$ cat config.mk
export PLATFORM = sky130hd
export DESIGN_NAME = peer_setup_parser
export DESIGN_NICKNAME = d
export VERILOG_FILES = /design/src/rtl/psp_pkg.sv /design/src/rtl/psp_datapath.sv /design/src/rtl/psp_control.sv /design/src/rtl/peer_setup_parser.sv
export SDC_FILE = /design/constraint.sdc
export NUM_CORES = 1
export LEC_CHECK = 0
export BUFFER_PORTS_ARGS = -buffer_cell sky130_fd_sc_hd__buf_2
export CORE_MARGIN = 2
export CORE_UTILIZATION = 45
export CTS_CLUSTER_DIAMETER = 120
export DETAILED_ROUTE_END_ITERATION = 16
export GPL_TIMING_DRIVEN = 0
export SETUP_SLACK_MARGIN = 0.4
export SKIP_LAST_GASP = 1
export SLEW_MARGIN = 5
export SYNTH_ARGS = -nofsm -noshare
export SYNTH_HDL_FRONTEND = slang
export SYNTH_SLANG_ARGS = --single-unit
$ cat constraint.sdc
create_clock -name clk -period 3.27 [get_ports clk]
set_input_delay 0.1635 -clock clk [delete_from_list [all_inputs] [get_ports clk]]
set_output_delay 0.1635 -clock clk [all_outputs]
set_load 0.005 [all_outputs]
$ cat src/rtl/psp_pkg.sv
package psp_pkg;
  localparam int ID_W  = 16;
  localparam int NODE_W = 17;
  localparam int VEC_W = 8;
  localparam longint MAX_ID = 65535;

  typedef enum logic [3:0] {
    ERR_NONE       = 4'd0,
    ERR_VERSION    = 4'd1,
    ERR_ID         = 4'd2,
    ERR_RANGE      = 4'd3,
    ERR_SHM        = 4'd4,
    ERR_VEC_FULL   = 4'd5,
    ERR_DISCONNECT = 4'd6,
    ERR_CAPACITY   = 4'd7
  } errCode_e;

  typedef enum logic [1:0] {
    PH_VERSION,
    PH_ID,
    PH_PEERS,
    PH_RUN
  } phase_e;

  typedef struct packed {
    logic consume;
    logic setLocal;
    logic bumpVec;
    logic clearVec;
  } strobe_t;
endpackage

$ cat src/rtl/psp_datapath.sv
module psp_datapath #(
  parameter int NUM_PEERS   = 8,
  parameter int NUM_VECTORS = 3,
  localparam int CNT_W = $clog2(NUM_VECTORS + 1)
) (
  input  logic                         clk,
  input  logic                         rstN,
  input  logic                         inValid,
  output logic                         inReady,
  input  logic [7:0]                   inData,
  input  logic                         inHandle,
  input  psp_pkg::strobe_t             strobe,
  output logic                         msgPending,
  output logic [63:0]                  msgVal,
  output logic                         msgHandle,
  output logic [CNT_W-1:0]             peerCnt,
  output logic [psp_pkg::NODE_W-1:0]   nodeCount,
  output logic [psp_pkg::ID_W-1:0]     localId,
  input  logic [psp_pkg::ID_W-1:0]     bellPeer,
  input  logic [psp_pkg::VEC_W-1:0]    bellVec,
  output logic                         bellOk
);
  import psp_pkg::*;

  logic [2:0] byteCnt;
  logic       accept;
  logic [NUM_PEERS*CNT_W-1:0] cntFlat;
  logic [CNT_W-1:0] bellCnt;
  logic [ID_W-1:0]  msgPeer;

  assign inReady = !msgPending;
  assign accept  = inValid && inReady;
  assign msgPeer = msgVal[ID_W-1:0];

  // byte assembly: newest byte enters at the top, so the first byte ends at [7:0]
  always_ff @(posedge clk or negedge rstN) begin
    if (!rstN) begin
      byteCnt    <= '0;
      msgVal     <= '0;
      msgHandle  <= 1'b0;
      msgPending <= 1'b0;
    end else begin
      if (accept) begin
        msgVal  <= {inData, msgVal[63:8]};
        byteCnt <= byteCnt + 3'd1;
        if (byteCnt == 3'd7) begin
          msgPending <= 1'b1;
          msgHandle  <= inHandle;
        end
      end else if (strobe.consume) begin
        msgPending <= 1'b0;
      end
    end
  end

  // per-peer vector counters
  for (genvar g = 0; g < NUM_PEERS; g++) begin : gPeer
    logic [CNT_W-1:0] cntR;
    logic hit;
    assign hit = (msgPeer == ID_W'(g));
    always_ff @(posedge clk or negedge rstN) begin
      if (!rstN)                       cntR <= '0;
      else if (hit && strobe.clearVec) cntR <= '0;
      else if (hit && strobe.bumpVec)  cntR <= cntR + CNT_W'(1);
    end
    assign cntFlat[g*CNT_W +: CNT_W] = cntR;
  end

  always_comb begin
    peerCnt = '0;
    bellCnt = '0;
    for (int i = 0; i < NUM_PEERS; i++) begin
      if (msgPeer == ID_W'(i))  peerCnt = cntFlat[i*CNT_W +: CNT_W];
      if (bellPeer == ID_W'(i)) bellCnt = cntFlat[i*CNT_W +: CNT_W];
    end
  end

  always_ff @(posedge clk or negedge rstN) begin
    if (!rstN) begin
      nodeCount <= '0;
      localId   <= '0;
    end else begin
      if (strobe.setLocal) localId <= msgPeer;
      if (strobe.bumpVec && ({1'b0, msgPeer} >= nodeCount))
        nodeCount <= {1'b0, msgPeer} + NODE_W'(1);
    end
  end

  assign bellOk = ({1'b0, bellPeer} < nodeCount) && (32'(bellVec) < 32'(bellCnt));
endmodule

$ cat src/rtl/psp_control.sv
module psp_control #(
  parameter int     NUM_PEERS   = 8,
  parameter int     NUM_VECTORS = 3,
  parameter longint PROTO_VER   = 0,
  localparam int CNT_W = $clog2(NUM_VECTORS + 1)
) (
  input  logic                       clk,
  input  logic                       rstN,
  input  logic                       msgPending,
  input  logic [63:0]                msgVal,
  input  logic                       msgHandle,
  input  logic [CNT_W-1:0]           peerCnt,
  input  logic [psp_pkg::NODE_W-1:0] nodeCount,
  input  logic [psp_pkg::ID_W-1:0]   localId,
  output psp_pkg::strobe_t           strobe,
  output logic                       setupDone,
  output logic                       errPulse,
  output logic [3:0]                 errCode
);
  import psp_pkg::*;

  phase_e   phase, phaseNext;
  errCode_e failCode;
  logic     fail, shmGo;
  logic signed [63:0] sv;
  logic [ID_W-1:0] peer;
  logic isVersion, inIdRange, outRange, isShm, beyondTable, vecFull, badDisc;

  assign sv          = $signed(msgVal);
  assign peer        = msgVal[ID_W-1:0];
  assign isVersion   = (msgVal == 64'(PROTO_VER));
  assign inIdRange   = (sv >= 64'sd0) && (sv <= 64'(MAX_ID));
  assign outRange    = (sv < -64'sd1) || (sv > 64'(MAX_ID));
  assign isShm       = (sv == -64'sd1);
  assign beyondTable = (32'(peer) >= 32'(NUM_PEERS));
  assign vecFull     = (32'(peerCnt) >= 32'(NUM_VECTORS));
  assign badDisc     = (peer == localId) || ({1'b0, peer} >= nodeCount);

  always_comb begin
    strobe    = '0;
    fail      = 1'b0;
    failCode  = ERR_NONE;
    shmGo     = 1'b0;
    phaseNext = phase;
    if (msgPending) begin
      strobe.consume = 1'b1;
      unique case (phase)
        PH_VERSION: begin
          if (isVersion && !msgHandle) phaseNext = PH_ID;
          else begin fail = 1'b1; failCode = ERR_VERSION; end
        end
        PH_ID: begin
          if (inIdRange && !msgHandle) begin
            strobe.setLocal = 1'b1;
            phaseNext = PH_PEERS;
          end else begin fail = 1'b1; failCode = ERR_ID; end
        end
        default: begin
          if (outRange) begin
            fail = 1'b1; failCode = ERR_RANGE;
          end else if (isShm) begin
            if (!msgHandle || phase == PH_RUN) begin fail = 1'b1; failCode = ERR_SHM; end
            else shmGo = 1'b1;
          end else if (beyondTable) begin
            fail = 1'b1; failCode = ERR_CAPACITY;
          end else if (msgHandle) begin
            if (vecFull) begin fail = 1'b1; failCode = ERR_VEC_FULL; end
            else strobe.bumpVec = 1'b1;
          end else begin
            if (badDisc) begin fail = 1'b1; failCode = ERR_DISCONNECT; end
            else strobe.clearVec = 1'b1;
          end
          if (shmGo) phaseNext = PH_RUN;
        end
      endcase
    end
  end

  always_ff @(posedge clk or negedge rstN) begin
    if (!rstN) begin
      phase    <= PH_VERSION;
      errPulse <= 1'b0;
      errCode  <= '0;
    end else begin
      phase    <= phaseNext;
      errPulse <= fail;
      errCode  <= fail ? failCode : ERR_NONE;
    end
  end

  assign setupDone = (phase == PH_RUN);
endmodule

$ cat src/rtl/peer_setup_parser.sv
module peer_setup_parser #(
  parameter int     NUM_PEERS   = 8,
  parameter int     NUM_VECTORS = 3,
  parameter longint PROTO_VER   = 0
) (
  input  logic        clk,
  input  logic        rstN,
  input  logic        inValid,
  output logic        inReady,
  input  logic [7:0]  inData,
  input  logic        inHandle,
  output logic        setupDone,
  output logic [15:0] localId,
  output logic [16:0] nodeCount,
  output logic        errPulse,
  output logic [3:0]  errCode,
  input  logic [15:0] bellPeer,
  input  logic [7:0]  bellVec,
  output logic        bellOk
);
  localparam int CNT_W = $clog2(NUM_VECTORS + 1);

  psp_pkg::strobe_t strobe;
  logic             msgPending, msgHandle;
  logic [63:0]      msgVal;
  logic [CNT_W-1:0] peerCnt;

  psp_datapath #(.NUM_PEERS(NUM_PEERS), .NUM_VECTORS(NUM_VECTORS)) u_dp (
    .clk(clk), .rstN(rstN), .inValid(inValid), .inReady(inReady),
    .inData(inData), .inHandle(inHandle), .strobe(strobe),
    .msgPending(msgPending), .msgVal(msgVal), .msgHandle(msgHandle),
    .peerCnt(peerCnt), .nodeCount(nodeCount), .localId(localId),
    .bellPeer(bellPeer), .bellVec(bellVec), .bellOk(bellOk)
  );

  psp_control #(.NUM_PEERS(NUM_PEERS), .NUM_VECTORS(NUM_VECTORS), .PROTO_VER(PROTO_VER)) u_ctl (
    .clk(clk), .rstN(rstN), .msgPending(msgPending), .msgVal(msgVal),
    .msgHandle(msgHandle), .peerCnt(peerCnt), .nodeCount(nodeCount),
    .localId(localId), .strobe(strobe), .setupDone(setupDone),
    .errPulse(errPulse), .errCode(errCode)
  );
endmodule

==> impl_metrics.ini, run 1 <==
[floorplan]
pin_count = 77
start_util = 0.458
die_w_um = 125
die_h_um = 125
core_mm2 = 0.0145
dieArea_mm2 = 0.0157
rows = 44

[global_routing]
grt_start_max_net_pins = 64
antenna_found_initial = 0
grt_pass1_vias = 5944
grt_pass1_wl_um = 29900
grt_overflow = 0
track_usage = 0.237

[detailed_routing]
first_pass_iters = 7
drt-total-wl_um = 18300
vias = 5986
drt_iter0_markers = 363
antenna_left = 0
drt-wirelength-per-cell_um = 17.0
avgViaCountPerCell = 5.54
drc = 0

[logic_synthesis]
syn_inst = 739
synth_area_mm2 = 0.00663
synth.distinct_cells = 58
syn_avg_cell_area_um2 = 8.97
synth_edf_count = 0
synth_top_area_share = 0.468
yosys_register_bits = 124
yosysSeqAreaShare = 0.468
synth_top_area_cell = dfrtp_1
synth_area_leaders = dfrtp_1, nand2_1, ha_1, mux2_2, nand4_1
ys_warn_count = 0
ys.flop_type = dfrtp_1
ys_async_sr_fraction = 1.00
synth_nets = 813

[worst_setup_path]
arrival_ps = 3250
crit_type = reg2reg
cp_slowest_cell = or4_4
critPathCaptureType = flip-flop
slowest_delay_ps = 590
start_kind = flip-flop
critical_path.max_fanout = 4
required_ps = 3570
path_cells = or4_4 > nor4_4 > nand2_1 > or3_4 > buf_4 > nor3_4 > and2_4 > buf_6 > mux2_4

[layout]
num_antenna_cells = 0
area_growth_pct = 31.1
final_nets = 957
final_area_mm2 = 0.00869
nFillCells = 1271
drive_gt1_frac = 0.257

[placement]
dp_hpwl_um = 12700
dpl_cell_area_mm2 = 0.00727
gp_congestion = 0.881
portBuffers = 74

[timing]
fmax_mhz = 339
clock_skew_ps = 7.91
worst_pin_slew_ps = 762
rsz0062_at_grt = true
relSlewSlack = 0.487
hold_viol = 0
post-route-period-util = 0.902
slew_violations = 0
post-route-min-period_ps = 2950
finalSetupViolCount = 0

[power]
p_total_mw = 5.57
power.leakage_nw = 4.12
power_density_mw_per_mm2 = 641
ir_drop_v = 0.000464

[worst_hold_path]
min_path_type = in2async

[clock_tree]
clkTransAtPathRegs_ps = 60
cts_tree = yes
cts.sinks = 124
clk_path_buf_depth = 2
clk_latency_ps = 420
cts_max_level = 4
cts_buffers = 17
clockRootBuffer = clkbuf_16

[run_status]
status = completed

[job]
maxCapViolations = 0
==> cells by family (layout without fill, tap and decap cells) <==
logic type | count (synthesis) | in the layout | synth area share
DFF | 124 | 124 | 0.468
adders and majority gates | 38 | 38 | 0.0717
xor gates and xnor gates | 19 | 19 | 0.0251
AOI/OAI and AO/OA | 100 | 100 | 0.0944
other | 1 | 1 | 0.000566
buffers and inverters | 65 | 222 | 0.0385
and+or+nand+nor | 370 | 370 | 0.261
muxes | 22 | 22 | 0.0402
==> registers in the layout (all words and copies together), names as in the netlist <==
name and cells:
u_dp.nodeCount 17, u_dp.gPeer.cntR 16, u_ctl.errCode 3, u_dp.localId 16, u_ctl.errPulse 1, u_ctl.phase 2
u_dp.msgPending 1, u_dp.msgVal 64, u_dp.byteCnt 3, u_dp.msgHandle 1
==> layout by cell type, fill, tap and decap left out, types with 3 or more instances in the layout <==
master / instances
nor2_1: 23
clkinv_4: 4
a21oi_1: 26
clkbuf_1: 20
mux2i_1: 3
ha_1: 35
o211ai_1: 13
nor4_1: 16
a21oi_2: 5
and2_1: 6
inv_1: 35
bufinv_16: 3
dfrtp_2: 9
a211oi_1: 6
xnor2_1: 17
or4_4: 5
nor3b_1: 3
nor4_4: 6
nand3_1: 16
mux2_2: 16
buf_12: 3
nand2_1: 225
dfrtp_1: 115
nor3_1: 6
o21ai_0: 22
clkbuf_16: 19
nand2b_1: 3
nand4_1: 30
nor2b_1: 3
buf_4: 36
buf_2: 74
buf_6: 4
a21o_1: 4
or3_4: 3
dlygate4sd3_1: 10
==> metrics by stage <==
stage / std cells / hold slack, ps / worst slack [ps] / setup TNS, ps / util
after global placement: 997 / 358 / -222 / -2900 / 0.500
after detailed placement: 998 / 185 / -155 / -2650 / 0.502
final: 1080 / 294 / 319 / 0 / 0.600
after CTS: 1062 / 318 / 326 / 0 / 0.580
after floorplan: 739 / -132 / 408 / 0 / -
after global routing: 1080 / 343 / 243 / 0 / 0.600
==> timing repair <==
| action | CTS | global route |
|---|---|---|
| setup endpoints to repair | 52 | 46 |
| hold buffers | 10 | 0 |
| gates resized for setup | 57 | 28 |
| pin swaps | 25 | 28 |
| setup buffers | 21 | 17 |
| gates cloned | 1 | 1 |
| hold endpoints to repair | 70 | 0 |
==> critical path, delay by kind of cell, from the launching register on <==
kind / cells / cell delay, ps
buffers and inverters: 2 / 250
and+or+nand+nor: 6 / 1870
DFF: 1 / 420
muxes: 1 / 290
==> final cells by class <==
cell class | instances | area, µm² | share of cell area
clock buffers | 19 | 433 | 0.0498
repair buffers | 125 | 875 | 0.101
flip-flops and latches | 124 | 3110 | 0.358
multi-input cells | 550 | 3540 | 0.407
plain buffers | 29 | 194 | 0.0223
inverters | 36 | 135 | 0.0156
well taps | 184 | 230 | 0.0265
clock inverters | 13 | 168 | 0.0193
==> path summary, 6_finish.rpt <==
check	slack, ps	from	cells after the start	to
setup / recovery	320	u_dp.msgVal[13]	9	u_dp.nodeCount[0]
hold / removal	290	rstN	2	u_dp.nodeCount[10]
setup reg to reg	320	u_dp.msgVal[13]	9	u_dp.nodeCount[0]
hold reg to reg	480	u_dp.byteCnt[2]	2	u_dp.byteCnt[2]
max in group asynchronous	2250	rstN	3	u_dp.msgVal[0]
min in group clk	370	inValid	4	u_dp.msgVal[5]
==> routing by layer <==
metal | track usage | part of all wire | up-vias
li1 | - | - | 2871
met1 | 0.299 | 0.43 | 2914
met2 | 0.413 | 0.51 | 175
met3 | 0.0484 | 0.041 | 26
met4 | 0.0699 | 0.015 | 0
met5 | 0 | 0 | -
==> synthesized netlist by cell type (2+ instances only) <==
cell,count
or4_4,2
o32ai_1,2
inv_1,36
nand2b_1,3
or3_1,4
xnor2_1,17
dfrtp_1,124
nor2b_1,3
o211ai_1,13
a211oi_1,7
mux2i_1,3
a2111oi_0,2
or4_1,4
a21o_1,4
and2_1,8
nor4_1,22
nand4_1,30
o21ai_0,23
nor2_1,24
a31oi_1,2
o31ai_1,2
nand4b_1,2
mux4_2,2
nand3_1,17
a21oi_1,32
and3_1,2
nor3b_1,6
nand2_1,225
ha_1,38
nor3_1,8
xor2_1,2
buf_2,6
a22oi_1,2
mux2_2,17
clkbuf_1,22
==> power breakdown <==
group          internal (mW)  switching, mW
combinational          0.659          0.884
sequential              1.78          0.322
clock                   1.20          0.714
total                   3.65           1.92
No activity file was read; power rests on OpenSTA's default activity.
==> run 2: changes to the inputs <==
CORE_UTILIZATION = 30   (was 45)
==> impl_metrics.ini, run 2 (same netlist as run 1, synthesis figures left out) <==
[floorplan]
dieArea_mm2 = 0.0233
rows = 54
die_w_um = 153
core_mm2 = 0.0218
start_util = 0.305
pin_count = 77
die_h_um = 153

[layout]
largest_reg_flops = 64
final_nets = 958
layout_commonest_cell = nand2_1
final_cells = 1177
num_antenna_cells = 0
nFillCells = 2173
reg_top3 = u_dp.msgVal (64), u_dp.nodeCount (17)
drive_gt1_frac = 0.255
multi_input_area_mm2 = 0.00353
regArea_mm2 = 0.00311
largest_register = u_dp.msgVal
layout_common_cells = nand2_1, dfrtp_1, buf_2
area_growth_pct = 32.8
finish.utilization = 0.405

[timing]
relSlewSlack = 0.471
setup_slack_ps = 362
clock_skew_ps = 9.98
fmax_mhz = 344
rsz0062_at_grt = true
finalSetupViolCount = 0
post-route-min-period_ps = 2910
slew_violations = 0
holdWs_ps = 258
worst_pin_slew_ps = 785
hold_viol = 0
post-route-period-util = 0.889

[global_routing]
grt_pass1_wl_um = 30600
grt_start_max_net_pins = 78
grt_pass1_vias = 5816
track_usage = 0.164
grt_overflow = 0
antenna_found_initial = 0

[worst_setup_path]
critPathCaptureType = flip-flop
required_ps = 3620
crit_type = reg2reg
rrSetupSlack_ps = 360
start_kind = flip-flop
arrival_ps = 3260
critical_path.max_fanout = 7
reg2regPathDepth = 8

[run_status]
status = completed

[clock_tree]
cts.sinks = 124
clockRootBuffer = clkbuf_16
clk_latency_ps = 420
clk_path_buf_depth = 2
cts_buffers = 17
cts_tree = yes
cts_max_level = 4
clkTransAtPathRegs_ps = 60

[placement]
portBuffers = 74
dp_hpwl_um = 13000
dpl.cell_count = 1094
pre_cts_ws_ps = -232
gp_congestion = 0.867

[detailed_routing]
drt-wirelength-per-cell_um = 16.5
avgViaCountPerCell = 5.10
first_pass_iters = 5
drc = 0
drt_iter0_markers = 356
drt-total-wl_um = 19500
antenna_left = 0
vias = 5997

[power]
ir_drop_v = 0.000355
power.leakage_nw = 4.13
power_density_mw_per_mm2 = 653

[worst_hold_path]
min_path_type = in2async

[job]
maxCapViolations = 0
[run 2: worst max-delay path, cell delays in order, from the launching register on]
cell and delay [ps]:
dfrtp_2 420, or4_4 590, nor4_4 300, nand2_1 80, or3_4 410, or3_4 390, buf_8 150, or4_1 390
nand3_1 90
[run 2: final timing paths]
| kind | endpoint | from |
|---|---|---|
| setup / recovery | u_dp.gPeer[4].cntR[1] | u_dp.msgVal[13] |
| hold / removal | u_dp.nodeCount[6] | rstN |
| setup reg to reg | u_dp.gPeer[4].cntR[1] | u_dp.msgVal[13] |
| hold reg to reg | u_dp.byteCnt[2] | u_dp.byteCnt[2] |
| max in group asynchronous | u_dp.msgVal[12] | rstN |
| min in group clk | u_dp.msgVal[5] | inValid |
[run 2: final cells by class]
type / count / share of cell area
flip-flops and latches: 124 / 0.354
clock inverters: 12 / 0.0220
multi-input cells: 550 / 0.401
clock buffers: 20 / 0.0507
plain buffers: 29 / 0.0226
repair buffers: 126 / 0.0946
well taps: 280 / 0.0398
inverters: 36 / 0.0153
[run 2: per-layer routing]
layer  wire [µm]  global-route usage  part of all wire
met4         307              0.0542             0.016
met3        1040              0.0398             0.053
met1        8620               0.210              0.44
met2        9490               0.274              0.49
met5           0                   0                 0
[run 2: through the flow]
stage	instance area, µm²	TNS, ps	total power, mW
after floorplan	6640	0	2.87
after detailed placement	7390	-3410	3.32
after global routing	8810	0	6.06
final	8810	0	5.75
after global placement	7360	-2530	3.27
after CTS	8520	0	5.65
[run 2: report_power, final]
part | total, mW | switching, mW | leakage, nW | internal, mW
Clock | 2.07 | 0.706 | 0.310 | 1.37
Sequential | 2.11 | 0.330 | 1.64 | 1.78
Combinational | 1.56 | 0.903 | 2.18 | 0.662
Total | 5.75 | 1.94 | 4.13 | 3.81
[run 2: what timing repair did]
item	CTS	global route
setup buffers	25	15
endpoints found under the setup margin	52	45
cloned	0	1
resized for setup	48	41
pin swaps	15	21
hold buffers	10	0
hold endpoints to repair	56	0
